### config.mk
export PLATFORM = sky130hd
export DESIGN_NAME = ratio_table_divider
export DESIGN_NICKNAME = d
export VERILOG_FILES = /design/src/rtl/ratio_div_pkg.sv /design/src/rtl/ratio_decode.sv /design/src/rtl/src_pick.sv /design/src/rtl/div_core.sv /design/src/rtl/ratio_table_divider.sv
export SDC_FILE = /design/constraint.sdc
export NUM_CORES = 1
export LEC_CHECK = 0
export BUFFER_PORTS_ARGS = -buffer_cell sky130_fd_sc_hd__clkbuf_2
export CELL_PAD_IN_SITES_DETAIL_PLACEMENT = 1
export CELL_PAD_IN_SITES_GLOBAL_PLACEMENT = 1
export CORE_MARGIN = 2
export CORE_UTILIZATION = 34
export CTS_BUF_LIST = sky130_fd_sc_hd__clkbuf_2
export CTS_CLUSTER_DIAMETER = 30
export DETAILED_ROUTE_END_ITERATION = 10
export PLACE_DENSITY_LB_ADDON = 0.1
export SYNTH_ARGS = -nofsm -noshare
export SYNTH_HDL_FRONTEND = slang
export SYNTH_SLANG_ARGS = --single-unit
### constraint.sdc
create_clock -name clk_i -period 2.8 [get_ports clk_i]
set_clock_uncertainty 0.1 [all_clocks]
set_input_delay 0.7 -clock clk_i [delete_from_list [all_inputs] [get_ports clk_i]]
set_output_delay 0.7 -clock clk_i [all_outputs]
set_load 0.1 [all_outputs]
### src/rtl/ratio_div_pkg.sv
package ratio_div_pkg;
    localparam int CODE_W  = 3;
    localparam int SEL_W   = 2;
    localparam int MAX_DIV = 32;
    localparam int DIV_W   = $clog2(MAX_DIV + 1);

    typedef struct packed {
        logic [DIV_W-1:0] cnt;
        logic [SEL_W-1:0] sel;
        logic [DIV_W-1:0] div;
        logic             tick;
    } div_state_t;
endpackage

### src/rtl/ratio_decode.sv
module ratio_decode
    import ratio_div_pkg::*;
#(
    parameter int GEN = 0
) (
    input  logic [CODE_W-1:0] code_i,
    output logic [DIV_W-1:0]  ratio_o
);
    logic [DIV_W-1:0] code_ext;
    assign code_ext = DIV_W'(code_i);

    generate
        if (GEN == 0) begin : g_tab_step1
            assign ratio_o = (code_i < CODE_W'(2)) ? DIV_W'(2) : code_ext + DIV_W'(1);
        end else if (GEN == 1) begin : g_tab_step2_floor4
            assign ratio_o = (code_i < CODE_W'(2)) ? DIV_W'(4) : (code_ext << 1) + DIV_W'(2);
        end else if (GEN == 2) begin : g_tab_step2
            assign ratio_o = (code_ext << 1) + DIV_W'(2);
        end else begin : g_tab_step4
            assign ratio_o = (code_ext << 2) + DIV_W'(4);
        end
    endgenerate
endmodule

### src/rtl/src_pick.sv
module src_pick
    import ratio_div_pkg::*;
#(
    parameter int NUM_SRC = 3
) (
    input  logic [NUM_SRC-1:0] en_i,
    input  logic [SEL_W-1:0]   sel_i,
    output logic               hit_o
);
    always_comb begin
        hit_o = 1'b0;
        for (int i = 0; i < NUM_SRC; i++) begin
            if (sel_i == SEL_W'(i)) hit_o = en_i[i];
        end
    end
endmodule

### src/rtl/div_core.sv
module div_core
    import ratio_div_pkg::*;
(
    input  logic             clk_i,
    input  logic             rst_ni,
    input  logic [SEL_W-1:0] cfg_sel_i,
    input  logic [DIV_W-1:0] cfg_div_i,
    input  logic             hit_i,
    output logic [SEL_W-1:0] eff_sel_o,
    output logic [DIV_W-1:0] eff_div_o,
    output logic             tick_o
);
    div_state_t st_q, st_d;
    logic idle;

    assign idle      = (st_q.cnt == '0);
    assign eff_sel_o = idle ? cfg_sel_i : st_q.sel;
    assign eff_div_o = idle ? cfg_div_i : st_q.div;
    assign tick_o    = st_q.tick;

    always_comb begin
        st_d      = st_q;
        st_d.tick = 1'b0;
        if (idle) begin
            st_d.sel = cfg_sel_i;
            st_d.div = cfg_div_i;
        end
        if (hit_i) begin
            if (st_q.cnt + DIV_W'(1) == eff_div_o) begin
                st_d.cnt  = '0;
                st_d.tick = 1'b1;
            end else begin
                st_d.cnt = st_q.cnt + DIV_W'(1);
            end
        end
    end

    always_ff @(posedge clk_i or negedge rst_ni) begin
        if (!rst_ni) st_q <= '0;
        else         st_q <= st_d;
    end

    assert_tick_single_R5: assert property (@(posedge clk_i) disable iff (!rst_ni)
        st_q.tick |=> !st_q.tick);
    assert_tick_after_hit_R6: assert property (@(posedge clk_i) disable iff (!rst_ni)
        st_q.tick |-> $past(hit_i));
    assert_sel3_quiet_R2: assert property (@(posedge clk_i) disable iff (!rst_ni)
        (eff_sel_o == SEL_W'(3)) |=> !st_q.tick);
    assert_hold_ratio_R7: assert property (@(posedge clk_i) disable iff (!rst_ni)
        (st_q.cnt != '0) |-> ($stable(eff_div_o) && $stable(eff_sel_o)));
    assert_cnt_below_ratio_R5: assert property (@(posedge clk_i) disable iff (!rst_ni)
        st_q.cnt < eff_div_o);
    assert_div_floor_R3: assert property (@(posedge clk_i) disable iff (!rst_ni)
        cfg_div_i >= DIV_W'(2));
endmodule

### src/rtl/ratio_table_divider.sv
module ratio_table_divider
    import ratio_div_pkg::*;
#(
    parameter int GEN      = 0,
    parameter int NUM_SRC  = 3,
    parameter int REG_W    = 32,
    parameter int SEL_LSB  = 2,
    parameter int CODE_LSB = 28
) (
    input  logic               clk_i,
    input  logic               rst_ni,
    input  logic [NUM_SRC-1:0] src_en_i,
    input  logic [REG_W-1:0]   cfg_word_i,
    output logic               tick_o,
    output logic [DIV_W-1:0]   ratio_o
);
    logic [CODE_W-1:0] cfg_code;
    logic [SEL_W-1:0]  cfg_sel, eff_sel;
    logic [DIV_W-1:0]  cfg_div;
    logic              hit;
    logic              unused_cfg_bits;

    assign cfg_code        = cfg_word_i[CODE_LSB +: CODE_W];
    assign cfg_sel         = cfg_word_i[SEL_LSB +: SEL_W];
    assign unused_cfg_bits = ^cfg_word_i;

    ratio_decode #(.GEN(GEN)) u_decode (
        .code_i  (cfg_code),
        .ratio_o (cfg_div)
    );

    src_pick #(.NUM_SRC(NUM_SRC)) u_pick (
        .en_i  (src_en_i),
        .sel_i (eff_sel),
        .hit_o (hit)
    );

    div_core u_core (
        .clk_i     (clk_i),
        .rst_ni    (rst_ni),
        .cfg_sel_i (cfg_sel),
        .cfg_div_i (cfg_div),
        .hit_i     (hit),
        .eff_sel_o (eff_sel),
        .eff_div_o (ratio_o),
        .tick_o    (tick_o)
    );
endmodule

==> impl_metrics.yaml, run 1 <==
run_status:
  status: "finished, violations left"
  violations: "setup timing"
setup_path:
  worstPathRequired_ps: 2000
  start_kind: "flip-flop"
  critical_path_class: "flip-flop to primary output"
  end_kind: "primary output"
  cp_max_fo: 6
  arrival_ps: 2070
floorplanning:
  die_w_microns: 55.44
  num_rows: 18
  die_y_microns: 55.44
  start_util_pct: 35.99
  io_pins: 44
  coreArea_sq_um: 2500
  die_area_sq_um: 3074
cts:
  cts.sinks: 13
  clkTransAtPathRegs_ps: 140
  numCtsBuffers: 3
  h-tree-depth: 1
  cts_tree: "built"
  cts_hold_buf: 0
  clkLatencyLatePin_ps: 290
  root_buffer: "clkbuf_2"
  clk_path_buf_depth: 2
logic_synthesis:
  async_flop_share_pct: 100.0
  yosysSeqAreaShare_pct: 36.16
  synth_edf_count: 0
  syn-instance-count: 94
  yosysTopAreaCellShare_pct: 36.16
  synth_common_cells: "dfrtp_1, nand2_1, nor2_1"
  yosys-top-cells-area: "dfrtp_1, xor2_1, ha_1, nand2_1, nor2_1"
  synth_warnings: 0
  yosysMostFrequentCell: "dfrtp_1"
  ys.flop_type: "dfrtp_1"
  ys_seq_elements: 13
  netlist_area_sq_um: 899.6
  ys_types: 43
  yosysTopAreaCell: "dfrtp_1"
  syn_area_per_cell_sq_um: 9.570
sta:
  period_share_pct: 102.6
  slew_viol_final: 0
  finalHoldViolations: 0
  tightest_slew_ps: 538.9
  setup_slack_ps: -71.71
  fmax_mhz: 348.2
  setup_violations: 4
  slew_headroom_pct: 64.23
  rsz0062_at_grt: "yes"
  whs_ps: 183.3
  period_needed_ps: 2872
global_route:
  gr-total-overflow: 0
  grt_util_all_layers_pct: 17.32
  grt_max_degree: 14
  grt_pass1_wl_mm: 4.153
  grt_pass1_vias: 888
  grt_antenna_before_repair: 0
power_and_ir_drop:
  ir_worst_vdd_mv: 0.6780
  p_per_area_nw_per_um2: 1236
  comb_power_share_pct: 71.5
  total_power_mw: 1.577
  clock_power_share_pct: 6.7
  leakagePower_nw: 0.5607
  sw_frac_of_total_pct: 52.42
  netSwitchingPower_mw: 0.8268
  p_int_mw: 0.7504
  power_frac_seq_pct: 21.8
route:
  wl_per_cell_microns: 14.93
  wirelength_mm: 2.270
  ant_nets: 0
  vias_per_cell: 5.296
  first_pass_iters: 2
  drcViolationCount: 0
  vias: 805
  dr.first_iter.drc_count: 6
placement:
  dp_hpwl_mm: 1.720
  io_buffers: 14
  placed_area_sq_um: 1140
  dp_slack_ps: 66.68
  place_congestion: 0.8164
layout:
  drive_above_1_share_pct: 45.08
  final_nets: 163
  antenna_cells: 0
  final_cell_area_sq_um: 1276
  syn2layout_area_growth_pct: 41.86
worst_hold_path:
  hold_class: "primary input to async pin"
run:
  cap_violations: 0
[critical path, stage by stage (launching register included)]
cell and delay (ps):
dfrtp_1 420, inv_2 80, ha_4 120, or4b_4 530
nor4_4 270, or2_4 180, buf_12 160
[per-stage QoR]
step | util (%) | std cells | TNS (ps)
global route | 51.05 | 152 | -655.0
floorplan | - | 95 | -64.49
CTS | 49.35 | 151 | -152.6
finish | 51.05 | 152 | -168.7
global placement | 45.60 | 144 | 0
detailed placement | 45.60 | 144 | 0
[repair_timing]
action	CTS	global route
pin swaps	1	1
setup buffers	3	1
endpoints found under the setup margin	4	8
gates resized for setup	11	4
[registers in the layout, indices dropped and copies added (netlist names)]
name and cells:
u_core.st_q 12, u_core.tick_o 1
[power groups by stage]
stage               sequential [mW]  combinational, mW  clock [mW]
floorplan                     0.334              0.672           0
global placement              0.335              0.949           0
detailed placement            0.337              0.963           0
CTS                           0.343               1.04       0.108
global route                  0.355               1.22       0.119
finish                        0.344               1.13       0.106
[layer usage]
layer	GRT usage (%)	vias up	part of all wire, %
li1	-	392	-
met1	23.03	399	47
met2	27.72	10	49
met3	2.108	4	2.2
met4	8.362	0	1.9
met5	0	-	0
[cells by family after synthesis]
kind of cell	synth area share, %
AND/OR/NAND/NOR	27.54
buffers and inverters	4.449
XOR/XNOR	8.624
adder cells (fa/ha/maj)	4.173
AO/OA/AOI/OAI	17.39
other	0.4168
flip-flops	36.16
multiplexers	1.252
[cell type report]
type                    instances  area (sq um)
well taps                      30         37.54
clock buffers                   4         20.02
inverters                       4         15.01
flip-flops and latches         13         325.3
fillers                       280          1224
multi-input cells              74         650.6
repair buffers                 27         227.7
[cells in the final DEF, fill, tap and decap left out, types with 2 or more instances in the layout]
master and n:
clkbuf_2 14, buf_4 13, dfrtp_1 13, nand2_1 8, nor2_1 7, xor2_1 6
nand2b_1 4, buf_12 4, nor4_4 3, nand3_1 3, o21ai_0 3, inv_2 2
inv_1 2, a21oi_1 2, o21ai_1 2, o31ai_1 2, ha_1 2, conb_1 2
[worst paths after layout]
path	depth (start not counted)	endpoint	slack, ps	startpoint
worst max register to register	10	u_core.st_q[11]	160	u_core.st_q[10]
worst min register to register	2	u_core.st_q[8]	450	u_core.st_q[8]
worst max-delay path	6	ratio_o[0]	-70	u_core.st_q[10]
min in group clk_i	2	u_core.st_q[8]	450	u_core.st_q[8]
worst min-delay path	1	u_core.st_q[3]	180	rst_ni
max in group asynchronous	1	u_core.st_q[13]	2170	rst_ni
No activity file was read; power rests on OpenSTA's default activity.
==> run 2: changes to the inputs <==
Settings changed: CORE_UTILIZATION 34 to 30, PLACE_DENSITY from default to 0.78, PLACE_DENSITY_LB_ADDON 0.1 to default.
Clock period 2.8 ns to 2.4 ns, I/O delays scaled along.
==> run 2 against run 1 <==
The flow finishes with violations (DRC, setup timing). Utilization up 0.82 points. Global-route usage is 1.4 points higher. Setup slack lost 290 ps. Total power is 35% higher. Sequential share of layout area down 3.1 points. Sequential power increased by 12%. Wire length rose by 29%. Cell area increased by 14%. First-iteration DRC count rose to 3.2 times the previous value. Combinational power rose by 43%. Critical path type unchanged.
==> impl_metrics.yaml, run 2 (same netlist as run 1, synthesis figures left out) <==
setup_path:
  crit_buf_inv: 3
  worstPathRequired_ps: 1700
  end_kind: "primary output"
  worstRegToRegCells: 9
  rr_endpoint: "u_core.st_q[11]"
  cp_max_fo: 4
  critPathMaxStageDelay_ps: 510
  critical_path_class: "flip-flop to primary output"
  cpLargestDelayFamily: "simple AND/OR/NAND/NOR gates"
  path_cells: "inv_2, ha_4, or4b_4, buf_6, nor2_4, nor2_2, a21oi_4, buf_12"
  regToRegStartpoint: "u_core.st_q[10]"
  crit_path_top_delay_cell: "or4b_4"
  start_kind: "flip-flop"
  r2r_slack_ps: -300
  arrival_ps: 2060
floorplanning:
  coreArea_sq_um: 2805
  num_rows: 19
  die_w_microns: 58.76
  io_pins: 44
  die_y_microns: 58.76
  die_area_sq_um: 3453
  start_util_pct: 32.07
route:
  wirelength_mm: 2.923
  ant_nets: 0
  dr.first_iter.drc_count: 19
  wl_per_cell_microns: 17.72
  vias_per_cell: 5.303
  drcViolationCount: 1
  first_pass_iters: 7
  vias: 875
sta:
  setup_violations: 11
  setup_slack_ps: -359.7
  tightest_slew_ps: 545.3
  slew_headroom_pct: 63.80
  slew_viol_final: 0
  period_needed_ps: 2760
  whs_ps: 85.69
  fmax_mhz: 362.4
  period_share_pct: 115.0
  finalHoldViolations: 0
  rsz0062_at_grt: "yes"
  tns_ps: -2604
placement:
  place_congestion: 0.8014
  dp_hpwl_mm: 1.891
  dp_slack_ps: -248.4
  io_buffers: 14
  placed_area_sq_um: 1219
cts:
  cts.sinks: 13
  h-tree-depth: 1
  clkLatencyLatePin_ps: 290
  cts_tree: "built"
  numCtsBuffers: 3
  root_buffer: "clkbuf_2"
  clkTransAtPathRegs_ps: 150
  clk_path_buf_depth: 2
power_and_ir_drop:
  comb_power_share_pct: 76.2
  sw_frac_of_total_pct: 52.02
  netSwitchingPower_mw: 1.109
  leakagePower_nw: 0.6331
  p_int_mw: 1.023
  power_frac_seq_pct: 18.0
  clock_power_share_pct: 5.8
  ir_worst_vdd_mv: 0.8977
  p_per_area_nw_per_um2: 1465
layout:
  largest_reg_flops: 12
  final_common_cell: "buf_4"
  antenna_cells: 0
  largest_register: "u_core.st_q"
  drive_above_1_share_pct: 56.72
  syn2layout_area_growth_pct: 61.75
  layout_common_cells: "buf_4, clkbuf_2, dfrtp_1, nand2_1, xor2_1"
  final_util_pct: 51.87
  final_nets: 175
  final_cell_area_sq_um: 1455
global_route:
  grt_antenna_before_repair: 0
  grt_max_degree: 14
  grt_util_all_layers_pct: 18.70
  grt_pass1_wl_mm: 4.795
  grt_pass1_vias: 1010
  gr-total-overflow: 0
run:
  cap_violations: 0
run_status:
  violations: "DRC, setup timing"
  status: "finished, violations left"
worst_hold_path:
  hold_class: "primary input to async pin"
## run 2: cell count changes in the layout (fill, tap and decap cells not counted), sizes merged
cell,previous run,this run
buf,17,29
## run 2: worst max path at each step
stage          slack [ps]         endpoint  depth (start not counted)       startpoint
2_1_floorplan        -250       ratio_o[2]                          7   u_core.st_q[9]
3_5_place_dp         -250  u_core.st_q[11]                          9  u_core.st_q[10]
3_3_place_gp         -210  u_core.st_q[12]                          9  u_core.st_q[10]
4_1_cts              -390       ratio_o[0]                          6   u_core.st_q[9]
5_1_grt              -470       ratio_o[2]                          8  u_core.st_q[10]
6_report             -360       ratio_o[2]                          8  u_core.st_q[10]
## run 2: worst reg2reg max path, cell delays in order, from the launching register on
cell      delay (ps)
dfrtp_1          420
inv_2             90
ha_4             130
or4b_4           510
nor4_4           270
buf_4            160
or3_1            140
nand4_4          170
o41ai_4          430
o211ai_1         180
## run 2: routing by layer
layer / up-vias / wire length [microns] / GRT usage [%]
li1: 411 / - / -
met1: 441 / 1148 / 20.38
met2: 17 / 1680 / 36.19
met3: 6 / 63 / 2.198
met4: 0 / 30 / 7.143
met5: - / 0 / 0
## run 2: cell type report
class | instances | area [sq um]
Clock buffer | 4 | 20.02
Fill cell | 320 | 1350
Inverter | 4 | 15.01
Multi-Input combinational cell | 74 | 734.5
Sequential cell | 13 | 325.3
Tap cell | 31 | 38.79
Timing Repair Buffer | 39 | 321.6
## run 2: stage by stage
stage | total power [mW] | instances
2_1_floorplan | 1.215 | 95
3_3_place_gp | 1.587 | 152
3_5_place_dp | 1.636 | 152
4_1_cts | 2.023 | 162
5_1_grt | 2.255 | 165
6_report | 2.132 | 165
## run 2: power by group through the flow
| stage | clock network [mW] | logic [mW] | registers [mW] |
|---|---|---|---|
| 2_1_floorplan | 0 | 0.818 | 0.397 |
| 3_3_place_gp | 0 | 1.23 | 0.359 |
| 3_5_place_dp | 0 | 1.27 | 0.367 |
| 4_1_cts | 0.131 | 1.52 | 0.374 |
| 5_1_grt | 0.142 | 1.72 | 0.392 |
| 6_report | 0.123 | 1.62 | 0.385 |
## run 2: what timing repair did
action,in CTS,in global routing
pin swaps,9,4
setup buffers,6,3
setup endpoints to repair,11,11
resized for setup,20,5
hold buffers,0,0
==> run 3: changes to the inputs <==
Settings changed: CORE_ASPECT_RATIO from default to 0.5, PLACE_DENSITY 0.78 to default, PLACE_DENSITY_LB_ADDON from default to 0.08.
==> run 3 against run 2 <==
The flow finishes with violations (setup timing). Wire length grew 6.0%. Clock-buffer cell count shrank 1. Clock power grew 4%. Combinational power grew 8%. Register-to-register slack lost 20 ps. Die area grew 0.77%. Critical path depth is the same. Critical path type unchanged.
==> impl_metrics.yaml, run 3 (same netlist as run 1, synthesis figures left out) <==
power_and_ir_drop:
  netSwitchingPower_mw: 1.149
  comb_power_share_pct: 77.8
  clock_power_share_pct: 5.7
  total_power_mw: 2.247
  ir_worst_vdd_mv: 0.6998
  p_int_mw: 1.098
  leakagePower_nw: 0.6517
  p_per_area_nw_per_um2: 1484
  power_frac_seq_pct: 16.5
  sw_frac_of_total_pct: 51.14
global_route:
  grt_pass1_vias: 962
  grt_pass1_wl_mm: 4.809
  grt_antenna_before_repair: 0
  grt_util_all_layers_pct: 19.33
  grt_max_degree: 14
  gr-total-overflow: 0
sta:
  setup_slack_ps: -425.2
  finalHoldViolations: 0
  period_share_pct: 117.7
  fmax_mhz: 354.0
  period_needed_ps: 2825
  tightest_slew_ps: 536.9
  setup_violations: 11
  rsz0062_at_grt: "yes"
  tns_ps: -3266
  slew_headroom_pct: 64.36
  slew_viol_final: 0
setup_path:
  critical_path_class: "flip-flop to primary output"
  r2r_slack_ps: -320
  rr_endpoint: "u_core.st_q[11]"
  worstRegToRegCells: 10
  crit_path_top_delay_cell: "or4b_4"
  critPathMaxStageDelay_ps: 490
  end_kind: "primary output"
  cp_max_fo: 4
  regToRegStartpoint: "u_core.st_q[10]"
  setup.worst_path.end: "ratio_o[3]"
  cpLargestDelayFamily: "buffers and inverters"
  start_kind: "flip-flop"
  worstSetupStartpoint: "u_core.st_q[10]"
  arrival_ps: 2130
  worstSetupPathDepth: 8
  worstPathRequired_ps: 1700
  path_cells: "inv_2, ha_4, or4b_4, buf_6, buf_6, o21ai_4, o21ai_4, buf_12"
  crit_buf_inv: 4
route:
  wl_per_cell_microns: 17.90
  ant_nets: 0
  met2_length_mm: 1.642
  wirelength_mm: 3.097
  vias_per_cell: 4.977
  dr.first_iter.drc_count: 13
  met3WireLength_microns: 97
  drcViolationCount: 0
  first_pass_iters: 2
  routed.top_layer: "met4"
  wl_met1_mm: 1.330
  vias: 861
floorplanning:
  start_util_pct: 33.12
  die_area_sq_um: 3479
  io_pins: 44
  num_rows: 13
  coreArea_sq_um: 2716
  die_y_microns: 42.72
  die_w_microns: 81.45
run_status:
  status: "finished, violations left"
  violations: "setup timing"
placement:
  place_congestion: 0.7480
  io_buffers: 14
  dp_hpwl_mm: 2.114
  dpl.cell_count: 160
  placed_area_sq_um: 1241
layout:
  final_cell_area_sq_um: 1514
  syn2layout_area_growth_pct: 68.29
  drive_above_1_share_pct: 58.09
  final_nets: 177
  fin_cells: 173
  layout_common_cells: "buf_4, clkbuf_2, dfrtp_1, nand2_1, xor2_1"
  final_util_pct: 55.73
  largest_reg_flops: 12
  largest_register: "u_core.st_q"
  final_common_cell: "buf_4"
  antenna_cells: 0
cts:
  numCtsBuffers: 3
  h-tree-depth: 1
  root_buffer: "clkbuf_2"
  clk_path_buf_depth: 2
  cts_hold_buf: 0
  cts_tree: "built"
  clkLatencyLatePin_ps: 300
  cts.sinks: 13
  clkTransAtPathRegs_ps: 150
run:
  cap_violations: 0
worst_hold_path:
  hold_class: "primary input to async pin"
-- run 3: changes by cell type in the layout (fill, tap and decap cells not counted), sizes merged --
cell	previous run	this run
buf	29	31
clkbuf	14	13
clkinv	0	1
-- run 3: area by class of cell --
class                   instances  area, sq um
fillers                       296         1202
multi-input cells              74        759.5
repair buffers                 41        347.8
flip-flops and latches         13        325.3
well taps                      37        46.29
clock buffers                   3        15.01
inverters                       4        15.01
clock inverters                 1        5.005
-- run 3: how the worst min path moves through the flow --
stage,endpoint,slack (ps),startpoint
3_3_place_gp,u_core.st_q[8],390,u_core.st_q[8]
5_1_grt,u_core.st_q[9],70,rst_ni
3_5_place_dp,u_core.st_q[9],430,rst_ni
6_report,u_core.st_q[13],80,rst_ni
4_1_cts,u_core.st_q[11],80,rst_ni
2_1_floorplan,u_core.st_q[10],200,rst_ni
-- run 3: stage by stage --
stage	setup slack, ps	hold slack, ps
4_1_cts	-488.6	84.14
2_1_floorplan	-254.0	204.4
3_3_place_gp	-213.4	390.3
6_report	-425.2	77.55
5_1_grt	-521.6	71.37
3_5_place_dp	-417.3	432.0
-- run 3: worst register-to-register path, stage by stage, from the launching register on --
cell	delay, ps
dfrtp_1	420
inv_2	80
ha_4	130
or4b_4	490
buf_6	160
buf_4	140
nor3_4	180
o31ai_4	90
xor2_2	230
o41ai_4	420
o211ai_1	150
-- run 3: per-layer routing --
metal / up-vias / global-route usage (%)
met5: - / 0
met2: 12 / 35.57
li1: 416 / -
met4: 0 / 5.085
met3: 5 / 4.468
met1: 428 / 22.56
-- run 3: what timing repair did --
item,CTS,global route
buffers inserted,7,2
pin swaps,16,7
gates resized for setup,26,6
setup endpoints to repair,11,11
-- run 3: power by group through the flow --
stage | logic [mW] | registers [mW] | clock network, mW
6_report | 1.75 | 0.371 | 0.128
4_1_cts | 1.67 | 0.366 | 0.130
3_3_place_gp | 1.23 | 0.355 | 0
2_1_floorplan | 0.818 | 0.397 | 0
3_5_place_dp | 1.29 | 0.362 | 0
5_1_grt | 1.85 | 0.380 | 0.140
